$ cat config.mk
export PLATFORM = sky130hd
export DESIGN_NAME = mdio_user_access
export DESIGN_NICKNAME = d
export VERILOG_FILES = /design/src/rtl/mdio_pkg.sv /design/src/rtl/mdio_dp.sv /design/src/rtl/mdio_ctrl.sv /design/src/rtl/mdio_user_access.sv
export SDC_FILE = /design/constraint.sdc
export NUM_CORES = 1
export LEC_CHECK = 0
export BUFFER_PORTS_ARGS = -buffer_cell sky130_fd_sc_hd__buf_2
export CELL_PAD_IN_SITES_DETAIL_PLACEMENT = 1
export CELL_PAD_IN_SITES_GLOBAL_PLACEMENT = 2
export CORE_AREA = 4 4 136 138
export DETAILED_ROUTE_END_ITERATION = 8
export DIE_AREA = 0 0 140 142
export PLACE_DENSITY = 0.77
export SLEW_MARGIN = 20
export SYNTH_ARGS = -nofsm -noshare
export SYNTH_HDL_FRONTEND = slang
export SYNTH_SLANG_ARGS = --single-unit
$ cat constraint.sdc
create_clock -name clk -period 3 [get_ports clk]
set_input_delay 0.15 -clock clk [delete_from_list [all_inputs] [get_ports clk]]
set_output_delay 0.15 -clock clk [all_outputs]
set_load 0.01 [all_outputs]
$ cat src/rtl/mdio_pkg.sv
`timescale 1ns/1ps
package mdio_pkg;
  // control-to-datapath strobes
  typedef struct packed {
    logic load;     // capture a new frame, restart clock phase
    logic run;      // a frame is in flight
    logic capAck;   // sample turnaround response at the next rising edge
    logic capData;  // shift read data in at the next rising edge
  } mdioStrobe_t;

  localparam int ACC_GO  = 31;
  localparam int ACC_WR  = 30;
  localparam int ACC_ACK = 29;
  localparam int CTL_IDLE = 31;
  localparam int CTL_EN   = 30;
endpackage

$ cat src/rtl/mdio_dp.sv
`timescale 1ns/1ps
module mdio_dp
  import mdio_pkg::*;
#(
  parameter int DIV_W      = 8,
  parameter int FRAME_BITS = 64
) (
  input  logic              clk,
  input  logic              rstN,
  input  mdioStrobe_t       strb,
  input  logic [DIV_W-1:0]  divVal,
  input  logic [FRAME_BITS-1:0] frameIn,
  input  logic              mdioIn,
  output logic              mdc,
  output logic              mdioBit,
  output logic              fallTick,
  output logic [15:0]       capWord,
  output logic              ackSeen
);
  logic [DIV_W-1:0]      halfCnt;
  logic [FRAME_BITS-1:0] frameSh;
  logic                  halfDone;
  logic                  riseTick;

  assign halfDone = strb.run && (halfCnt >= divVal);
  assign riseTick = halfDone && !mdc;
  assign fallTick = halfDone && mdc;
  assign mdioBit  = frameSh[FRAME_BITS-1];

  // clock divider and frame shifter
  always_ff @(posedge clk) begin
    if (!rstN) begin
      halfCnt <= '0;
      mdc     <= 1'b0;
      frameSh <= '0;
    end else if (strb.load) begin
      halfCnt <= '0;
      mdc     <= 1'b0;
      frameSh <= frameIn;
    end else if (strb.run) begin
      if (halfDone) begin
        halfCnt <= '0;
        mdc     <= !mdc;
        if (mdc) frameSh <= {frameSh[FRAME_BITS-2:0], 1'b0};
      end else begin
        halfCnt <= halfCnt + 1'b1;
      end
    end else begin
      halfCnt <= '0;
      mdc     <= 1'b0;
    end
  end

  // read-side capture on rising edges
  always_ff @(posedge clk) begin
    if (!rstN) begin
      capWord <= '0;
      ackSeen <= 1'b0;
    end else if (strb.load) begin
      ackSeen <= 1'b0;
    end else begin
      if (strb.capAck && riseTick)  ackSeen <= !mdioIn;
      if (strb.capData && riseTick) capWord <= {capWord[14:0], mdioIn};
    end
  end
endmodule

$ cat src/rtl/mdio_ctrl.sv
`timescale 1ns/1ps
module mdio_ctrl
  import mdio_pkg::*;
#(
  parameter int DIV_W         = 8,
  parameter int PREAMBLE_BITS = 32,
  parameter int FRAME_BITS    = PREAMBLE_BITS + 32
) (
  input  logic              clk,
  input  logic              rstN,
  input  logic              regWrEn,
  input  logic              regAddr,
  input  logic [31:0]       regWrData,
  output logic [31:0]       regRdData,
  input  logic              fallTick,
  input  logic [15:0]       capWord,
  input  logic              ackSeen,
  output mdioStrobe_t       strb,
  output logic [DIV_W-1:0]  divVal,
  output logic [FRAME_BITS-1:0] frameOut,
  output logic              mdioOe
);
  localparam int IDX_W   = $clog2(FRAME_BITS);
  localparam int TA1_IDX = FRAME_BITS - 18;
  localparam int TA2_IDX = FRAME_BITS - 17;
  localparam int D0_IDX  = FRAME_BITS - 16;

  logic             enable;
  logic [DIV_W-1:0] divQ;
  logic             busy;
  logic             isWrite;
  logic [4:0]       regNum;
  logic [4:0]       phyAddr;
  logic [15:0]      dataQ;
  logic             ackQ;
  logic [IDX_W-1:0] bitIdx;

  logic accWr, startReq, lastFall, gotAck;

  assign accWr    = regWrEn && regAddr;
  assign startReq = accWr && !busy && regWrData[ACC_GO] && enable;
  assign lastFall = fallTick && (bitIdx == IDX_W'(FRAME_BITS - 1));
  assign gotAck   = !isWrite && ackSeen;
  assign divVal   = divQ;

  assign frameOut = {{PREAMBLE_BITS{1'b1}}, 2'b01,
                     (regWrData[ACC_WR] ? 2'b01 : 2'b10),
                     regWrData[20:16], regWrData[25:21], 2'b10,
                     regWrData[15:0]};

  assign strb.load    = startReq;
  assign strb.run     = busy;
  assign strb.capAck  = busy && !isWrite && (bitIdx == IDX_W'(TA2_IDX));
  assign strb.capData = busy && !isWrite && (bitIdx >= IDX_W'(D0_IDX));
  assign mdioOe       = busy && (isWrite || (bitIdx < IDX_W'(TA1_IDX)));

  always_ff @(posedge clk) begin
    if (!rstN) begin
      enable <= 1'b0;
      divQ   <= '0;
    end else if (regWrEn && !regAddr) begin
      enable <= regWrData[CTL_EN];
      divQ   <= regWrData[DIV_W-1:0];
    end
  end

  always_ff @(posedge clk) begin
    if (!rstN) begin
      busy    <= 1'b0;
      isWrite <= 1'b0;
      regNum  <= '0;
      phyAddr <= '0;
      dataQ   <= '0;
      ackQ    <= 1'b0;
      bitIdx  <= '0;
    end else begin
      if (accWr && !busy) begin
        isWrite <= regWrData[ACC_WR];
        regNum  <= regWrData[25:21];
        phyAddr <= regWrData[20:16];
        dataQ   <= regWrData[15:0];
      end
      if (startReq) begin
        busy   <= 1'b1;
        bitIdx <= '0;
        ackQ   <= 1'b0;
      end else if (busy && fallTick) begin
        if (lastFall) begin
          busy <= 1'b0;
          ackQ <= gotAck;
          if (gotAck) dataQ <= capWord;
        end else begin
          bitIdx <= bitIdx + 1'b1;
        end
      end
    end
  end

  always_comb begin
    regRdData = '0;
    if (regAddr) begin
      regRdData[ACC_GO]  = busy;
      regRdData[ACC_WR]  = isWrite;
      regRdData[ACC_ACK] = ackQ;
      regRdData[25:21]   = regNum;
      regRdData[20:16]   = phyAddr;
      regRdData[15:0]    = dataQ;
    end else begin
      regRdData[CTL_IDLE]      = !busy;
      regRdData[CTL_EN]        = enable;
      regRdData[DIV_W-1:0]     = divQ;
    end
  end
endmodule

$ cat src/rtl/mdio_user_access.sv
`timescale 1ns/1ps
module mdio_user_access
  import mdio_pkg::*;
#(
  parameter int DIV_W         = 8,
  parameter int PREAMBLE_BITS = 32
) (
  input  logic        clk,
  input  logic        rstN,
  input  logic        regWrEn,
  input  logic        regAddr,
  input  logic [31:0] regWrData,
  output logic [31:0] regRdData,
  output logic        mdc,
  output logic        mdioOut,
  output logic        mdioOe,
  input  logic        mdioIn
);
  localparam int FRAME_BITS = PREAMBLE_BITS + 32;

  mdioStrobe_t           strb;
  logic [DIV_W-1:0]      divVal;
  logic [FRAME_BITS-1:0] frame;
  logic                  fallTick;
  logic [15:0]           capWord;
  logic                  ackSeen;
  logic                  mdioBit;

  mdio_ctrl #(.DIV_W(DIV_W), .PREAMBLE_BITS(PREAMBLE_BITS), .FRAME_BITS(FRAME_BITS)) u_ctrl (
    .clk(clk), .rstN(rstN), .regWrEn(regWrEn), .regAddr(regAddr),
    .regWrData(regWrData), .regRdData(regRdData), .fallTick(fallTick),
    .capWord(capWord), .ackSeen(ackSeen), .strb(strb), .divVal(divVal),
    .frameOut(frame), .mdioOe(mdioOe)
  );

  mdio_dp #(.DIV_W(DIV_W), .FRAME_BITS(FRAME_BITS)) u_dp (
    .clk(clk), .rstN(rstN), .strb(strb), .divVal(divVal), .frameIn(frame),
    .mdioIn(mdioIn), .mdc(mdc), .mdioBit(mdioBit), .fallTick(fallTick),
    .capWord(capWord), .ackSeen(ackSeen)
  );

  assign mdioOut = mdioOe & mdioBit;
endmodule

==> flow_metrics.tcl, run 1 <==
set metrics [dict create \
    status "finished, final reports clean" \
    antenna_cells 0 \
    worst_pin_slew_ps 990 \
    overflow 0 \
    synthArstFlopShare_pct 0 \
    powerDensity_nw_per_um2 594 \
    cp_max_fo 18 \
    hold_buffers 11 \
    ys_seq_elements 134 \
    antenna_found_initial 0 \
    wl_per_cell_um 19.1 \
    hp-start "regWrData[7]" \
    switching_share_pct 23.3 \
    grt_pass1_vias 5667 \
    core_um2 17200 \
    finalHoldViolCount 0 \
    pwr-share-seq_pct 42.2 \
    htreeDepth 4 \
    relSlewSlack_pct 33.9 \
    clk_latency_ps 420 \
    end_kind "flop" \
    max_freq_ghz 0.380 \
    grt_pass1_wl_mm 29.8 \
    r2r_end "u_dp.frameSh[2]$_SDFFE_PN0P_" \
    path_clk_slew_ps 60 \
    slowest_stage "a21o_1" \
    vias 5360 \
    rsz0062_at_grt "false" \
    slowest_delay_ps 650 \
    cap_violations 0 \
    setup.worst_path.class "reg2reg" \
    die_h_um 142 \
    crit_chain "inv_1 -> ha_1 -> and3_1 -> a221o_1 -> a21o_1 -> nand2_1 -> o221a_2" \
    p_sw_mw 1.01 \
    clock_power_share_pct 49.5 \
    fillerInstances 1991 \
    synth_edf_count 0 \
    fin_crit_ps 2630 \
    combPwrFrac_pct 8.3 \
    port_buffers 64 \
    die_w_um 140 \
    place.gp.congestion 0.796 \
    drc 0 \
    fin_crit_sh_pct 87.6 \
    reg2reg_depth 7 \
    yosysSeqAreaShare_pct 43.5 \
    synth_ff_type "dfxtp_1" \
    tritoncts "built" \
    die_area_um2 19900 \
    r2r-start "u_ctrl.divVal[7]$_SDFFE_PN0P_" \
    postRouteAntennaNets 0 \
    layout.nets 752 \
    cts_made_buffers 17 \
    syn_area_per_cell_um2 9.30 \
    worstPathArrival_ps 2940 \
    post_cts_buffers 0 \
    required_ps 3310 \
    post-dp-hpwl_mm 11.6 \
    critPathLaunchType "flop" \
    cts_resized 0 \
    dr.pass1.iters 4 \
    peakVddDrop_v 0.000470 \
    grt_usage_pct 18.5 \
    setup_tns_ps 0 \
    root_buffer "clkbuf_16" \
    r2r_slack_ps 370 \
    drt_iter0_drc 253 \
    internal-power_mw 3.32 \
    finalMaxSlewViolations 0 \
    grt_max_degree 74 \
    syn_area_um2 6170 \
    synthToLayoutAreaGrowth_pct 18.4 \
    multiInputGateArea_um2 3090 \
    io_pins 72 \
    holdPathEnd "u_ctrl.divVal[7]$_SDFFE_PN0P_" \
    layout-drive-gt1-share_pct 17.4 \
    synth.distinct_cells 53 \
    hold_path.class "in2reg" \
    clockBufferDepth 2 \
    initial_core_util_pct 35.9 \
    vias_per_cell 5.69 \
    seqCellArea_um2 2680 \
    hold_depth 3 \
    critical-path-top-delay-family "compound AO/OA/AOI/OAI gates" \
    finalSetupViolations 0 \
    rows 48 \
    finalWirelength_mm 18.0 \
    ys.warnings.count 0 \
    synthCells 663 \
    fin_skew_ps 11.5 \
    power_leakage_nw 2.96 \
    clkSinkCount 134 \
    totalPowerFinal_mw 4.33 \
    path_buf_inv 1 \
]
-- per-stage QoR --
step           utilization, %  std cells  worst slack (ps)  hold slack, ps  instance area, um^2
6_report                 42.5        942               371            16.7                 7300
5_1_grt                  42.5        942               203            20.0                 7300
4_1_cts                  42.5        942               387            2.64                 7300
3_5_place_dp             38.4        900               439             433                 6590
3_3_place_gp             38.4        900               491             422                 6590
2_1_floorplan               -        665               872             286                 6170
-- how the worst max path moves through the flow --
| stage | from | to | slack, ps | cells after the start |
|---|---|---|---|---|
| after global placement | u_dp.halfCnt[0]$_SDFF_PP0_ | u_dp.frameSh[26]$_SDFFE_PN0P_ | 490 | 8 |
| final | u_ctrl.divVal[7]$_SDFFE_PN0P_ | u_dp.frameSh[2]$_SDFFE_PN0P_ | 370 | 7 |
| after floorplan | u_dp.halfCnt[0]$_SDFF_PP0_ | u_dp.frameSh[54]$_SDFFE_PN0P_ | 870 | 9 |
| after detailed placement | u_dp.halfCnt[0]$_SDFF_PP0_ | u_dp.frameSh[26]$_SDFFE_PN0P_ | 440 | 8 |
| after CTS | u_ctrl.divVal[7]$_SDFFE_PN0P_ | u_dp.frameSh[2]$_SDFFE_PN0P_ | 390 | 7 |
| after global routing | u_ctrl.divVal[6]$_SDFFE_PN0P_ | u_ctrl.bitIdx[2]$_SDFFE_PP0P_ | 200 | 7 |
-- logic make-up (layout without fill, tap and decap cells) --
logic type               count (synthesis)  count (layout)  share of synthesized area, %
AO/OA/AOI/OAI                          209             209                          26.2
XOR/XNOR                                 8               8                          1.14
adder cells (fa/ha/maj)                 10              10                          2.03
buffers and inverters                   84             136                          6.70
flip-flops                             134             134                          43.5
multiplexers                            18              18                          2.96
other                                    1               3                        0.0608
AND/OR/NAND/NOR                        199             199                          17.4
-- area by class of cell --
| class | count | share of cell area (%) |
|---|---|---|
| flip-flops and latches | 134 | 36.8 |
| multi-input cells | 447 | 42.3 |
| repair buffers | 94 | 8.37 |
| clock buffers | 21 | 6.03 |
| clock inverters | 10 | 2.13 |
| well taps | 225 | 3.86 |
| inverters | 11 | 0.566 |
-- cell usage in the layout, fill, tap and decap left out, types with 3 or more instances in the layout --
cell type	netlist	layout
a21oi_1	24	24
xor2_1	3	3
nand2b_1	5	5
mux2i_1	16	16
nand3_1	27	27
and2_1	21	21
a31oi_1	4	4
o41ai_1	6	6
nor2_1	10	10
buf_12	0	3
o31ai_1	13	13
clkbuf_1	41	4
o221a_2	6	6
clkbuf_16	0	17
nand4_1	23	23
bufinv_16	0	4
xnor2_1	5	5
ha_1	10	10
buf_2	15	64
inv_1	11	11
and3_1	6	5
a21boi_1	3	3
dfxtp_1	134	134
buf_4	4	16
o211a_1	12	12
nand2_1	57	57
o21a_1	8	8
clkinv_2	0	4
conb_1	1	3
o21ai_0	26	26
or3_1	36	36
a32oi_1	20	20
o311a_1	35	35
dlygate4sd3_1	0	11
a21boi_0	42	42
-- synth_stat cells, types with 2 or more instances --
master | number | area [um^2]
a32oi_1 | 20 | 175
a21o_1 | 2 | 15.0
nand2_1 | 57 | 214
buf_6 | 7 | 78.8
xnor2_1 | 5 | 43.8
nand3_1 | 27 | 135
a211oi_1 | 2 | 15.0
and2_1 | 21 | 131
o311a_1 | 35 | 350
and3_1 | 6 | 37.5
dfxtp_1 | 134 | 2680
nand2b_1 | 5 | 31.3
ha_1 | 10 | 125
a21boi_1 | 3 | 22.5
or4_1 | 2 | 15.0
nand4_1 | 23 | 144
o21ai_0 | 26 | 130
or3_1 | 36 | 225
a21oi_1 | 24 | 120
buf_4 | 4 | 30.0
mux2i_1 | 16 | 160
o211a_1 | 12 | 120
nor2_1 | 10 | 37.5
clkbuf_1 | 41 | 154
buf_1 | 5 | 18.8
o31ai_1 | 13 | 97.6
o41ai_1 | 6 | 52.6
buf_2 | 15 | 75.1
o21a_1 | 8 | 60.1
a31oi_1 | 4 | 25.0
xor2_1 | 3 | 26.3
o21ai_1 | 2 | 10.0
mux2_2 | 2 | 22.5
nor2b_1 | 2 | 12.5
a21boi_0 | 42 | 315
o221a_2 | 6 | 67.6
inv_1 | 11 | 41.3
-- worst register-to-register path, cell delays in order (launching register included) --
cell	delay (ps)
dfxtp_1	320
inv_1	60
ha_1	310
and3_1	200
a221o_1	270
a21o_1	650
nand2_1	330
o221a_2	370
-- sequential cells by signal, indices dropped and copies added, names as in the netlist, 5 cells and up --
signal and cells:
u_dp.frameSh 64, u_ctrl.phyAddr 5, u_dp.halfCnt 8, u_ctrl.regNum 5, u_ctrl.bitIdx 6, u_ctrl.divVal 8
u_dp.capWord 16, u_ctrl.dataQ 16
-- power groups by stage --
stage / sequential (mW) / clock, mW / combinational [mW]
after floorplan: 1.86 / 0 / 0.230
after global placement: 1.86 / 0 / 0.341
after detailed placement: 1.87 / 0 / 0.347
after CTS: 1.83 / 2.19 / 0.361
after global routing: 1.83 / 2.28 / 0.395
final: 1.83 / 2.15 / 0.361
-- layer usage --
layer	wire [um]	global-route usage (%)	vias up	part of all wire, %
li1	-	-	2548	-
met1	8130	23.3	2684	45
met2	8860	31.5	107	49
met3	763	4.84	21	4.2
met4	261	5.25	0	1.4
met5	0	0	-	0
Note: power is estimated with default switching activity, not from simulation.
==> run 2, diff against run 1 <==
Settings changed: CORE_AREA 4 4 136 138 to 4 4 146 148, DIE_AREA 0 0 140 142 to 0 0 150 152, PLACE_DENSITY 0.77 to 0.78, SETUP_SLACK_MARGIN from default to 0.02, SYNTH_HIERARCHICAL from default to 1.
==> run 2 against run 1 <==
Compared with the run above: maximum frequency shrank 5.2%; cell area grew 7.7%; final cell count grew 23%; die area grew 15%; wire length grew 7.3%; utilization shrank 3.2 points; power grew 2.4%; non-clock buffer count grew 5; largest power group unchanged; critical path depth grew 2; setup slack lost 140 ps; first-iteration DRC count grew 62%; hold slack lost 3.9 ps.
==> flow_metrics.tcl, run 2 <==
set metrics [dict create \
    status "finished, final reports clean" \
    grt_pass1_vias 6184 \
    relSlewSlack_pct 41.3 \
    ys.warnings.count 6 \
    grt_max_degree 85 \
    top_register "u_dp/frameSh" \
    drt_iter0_drc 411 \
    finalWirelength_mm 19.3 \
    required_ps 3350 \
    synthTopCellsByArea "dfxtp_1 39%, o21ai_0 11%, buf_4 7.4%, a31oi_1 7.3%, a21oi_1 5.0%" \
    setup.worst_path.class "reg2reg" \
    overflow 0 \
    tritoncts "built" \
    finalMaxSlewViolations 0 \
    hold_slack_ps 12.8 \
    yosysMostFrequentCell "o21ai_0" \
    yosysSeqAreaShare_pct 38.6 \
    finalHoldViolCount 0 \
    setup_tns_ps 0 \
    clkSinkCount 134 \
    drc 0 \
    rsz0062_at_grt "false" \
    hold_path.class "in2reg" \
    finalSetupViolations 0 \
    stdcell_count 1156 \
    reg_top3 "u_dp/frameSh (64), u_ctrl/dataQ (16), u_dp/capWord (16)" \
    die_w_um 150 \
    layout_commonest_cell "o21ai_0" \
    ys_seq_elements 134 \
    synthArstFlopShare_pct 0 \
    initial_core_util_pct 34.7 \
    clk_latency_ps 420 \
    powerDensity_nw_per_um2 564 \
    syn_area_per_cell_um2 7.99 \
    layout-drive-gt1-share_pct 14.7 \
    io_pins 72 \
    synth_edf_count 0 \
    synth_top_area_share_pct 38.6 \
    fin_crit_sh_pct 92.5 \
    rows 52 \
    fin_crit_ps 2770 \
    postRouteAntennaNets 0 \
    synth_ff_type "dfxtp_1" \
    dr.pass1.iters 5 \
    cts_made_buffers 17 \
    root_buffer "clkbuf_16" \
    die_h_um 152 \
    syn_area_um2 6940 \
    vias_per_cell 5.22 \
    layout_common_cells "147 x o21ai_0, 134 x dfxtp_1, 81 x a31oi_1" \
    antenna_cells 0 \
    clockBufferDepth 2 \
    critPathLaunchType "flop" \
    post-dp-hpwl_mm 11.3 \
    path_clk_slew_ps 60 \
    peakVddDrop_v 0.000262 \
    grt_usage_pct 17.3 \
    worst_pin_slew_ps 881 \
    wl_per_cell_um 16.7 \
    synth_commonest_cells "147 x o21ai_0, 134 x dfxtp_1, 81 x a31oi_1" \
    yosysTopAreaCell "dfxtp_1" \
    layout.nets 920 \
    grt_pass1_wl_mm 32.6 \
    fillerInstances 2480 \
    synthToLayoutAreaGrowth_pct 13.2 \
    end_kind "flop" \
    post_cts_buffers 0 \
    vias 6039 \
    max_freq_ghz 0.361 \
    place.gp.congestion 0.747 \
    seqCellArea_um2 2680 \
    die_area_um2 22800 \
    fin_skew_ps 10.2 \
    multiInputGateArea_um2 3480 \
    largest_reg_flops 64 \
    port_buffers 64 \
    power_leakage_nw 2.80 \
    cp_max_fo 6 \
    synth.distinct_cells 44 \
    worstPathArrival_ps 3120 \
    core_um2 20000 \
    htreeDepth 4 \
    cap_violations 0 \
    place_inst 1107 \
    antenna_found_initial 0 \
    synthCells 869 \
]
==> run 2: cells by family after synthesis <==
kind of cell    after synthesis  synth area share [%]
flops                       134                  38.6
simple gates                162                  11.1
xor+xnor                      7                 0.883
fa+ha+maj                    10                  1.80
mux                          14                  2.18
other cells                   2                 0.108
buf+inv                     168                  13.4
compound gates              372                  31.9
==> run 2: routing by layer <==
metal / part of all wire, % / up-vias / track usage (%)
li1: - / 3013 / -
met1: 48 / 2932 / 23.7
met2: 48 / 79 / 27.9
met3: 3.0 / 15 / 3.13
met4: 1.2 / 0 / 4.97
met5: 0 / - / 0
==> run 2: area by class of cell <==
type	count	area share [%]
sequential	134	34.1
timing repair buffer	99	8.46
tap	270	4.30
multi-input combinational	604	44.3
clock inverter	7	1.46
clock buffer	25	6.56
inverter	17	0.811
==> run 2: repair_timing <==
action                                 in CTS  in global routing
hold buffers                               17                  0
endpoints found under the hold margin      17                  0
setup endpoints to repair                   0                 15
resized for setup                           0                  1
==> run 2: stage by stage <==
step	setup slack [ps]	power, mW	util [%]	area [um^2]
floorplan	219	2.18	-	7080
global placement	234	2.24	35.2	7060
detailed placement	159	2.25	35.2	7060
CTS	137	4.49	39.2	7860
global route	69.5	4.63	39.2	7860
finish	226	4.44	39.2	7860
==> run 2: where the power goes <==
part	leakage, nW	total (mW)	internal [mW]	switching (mW)
Clock	0.306	2.21	1.44	0.776
Sequential	1.08	1.83	1.81	0.0167
Combinational	1.41	0.392	0.124	0.268
Total	2.80	4.44	3.38	1.06
==> run 2: worst paths after layout <==
kind	start	endpoint	slack, ps	depth (start not counted)
worst max-delay path	u_dp/halfCnt[0]$_SDFF_PP0_	u_ctrl/bitIdx[5]$_SDFFE_PP0P_	230	9
worst min-delay path	regWrData[11]	u_ctrl/dataQ[11]$_SDFF_PN0_	10	3
worst min register to register	u_ctrl/regNum[2]$_SDFFE_PN0N_	u_ctrl/regNum[2]$_SDFFE_PN0N_	460	2
worst max register to register	u_dp/halfCnt[0]$_SDFF_PP0_	u_ctrl/bitIdx[5]$_SDFFE_PP0P_	230	9
==> run 2: critical path, stage by stage (launching register included) <==
cell       delay [ps]
dfxtp_1           430
inv_1              70
ha_1              270
nand2b_4          150
a2111oi_4         420
o31a_2            280
nor2_1             70
and3_1            240
a2111oi_0         550
mux2i_1           230
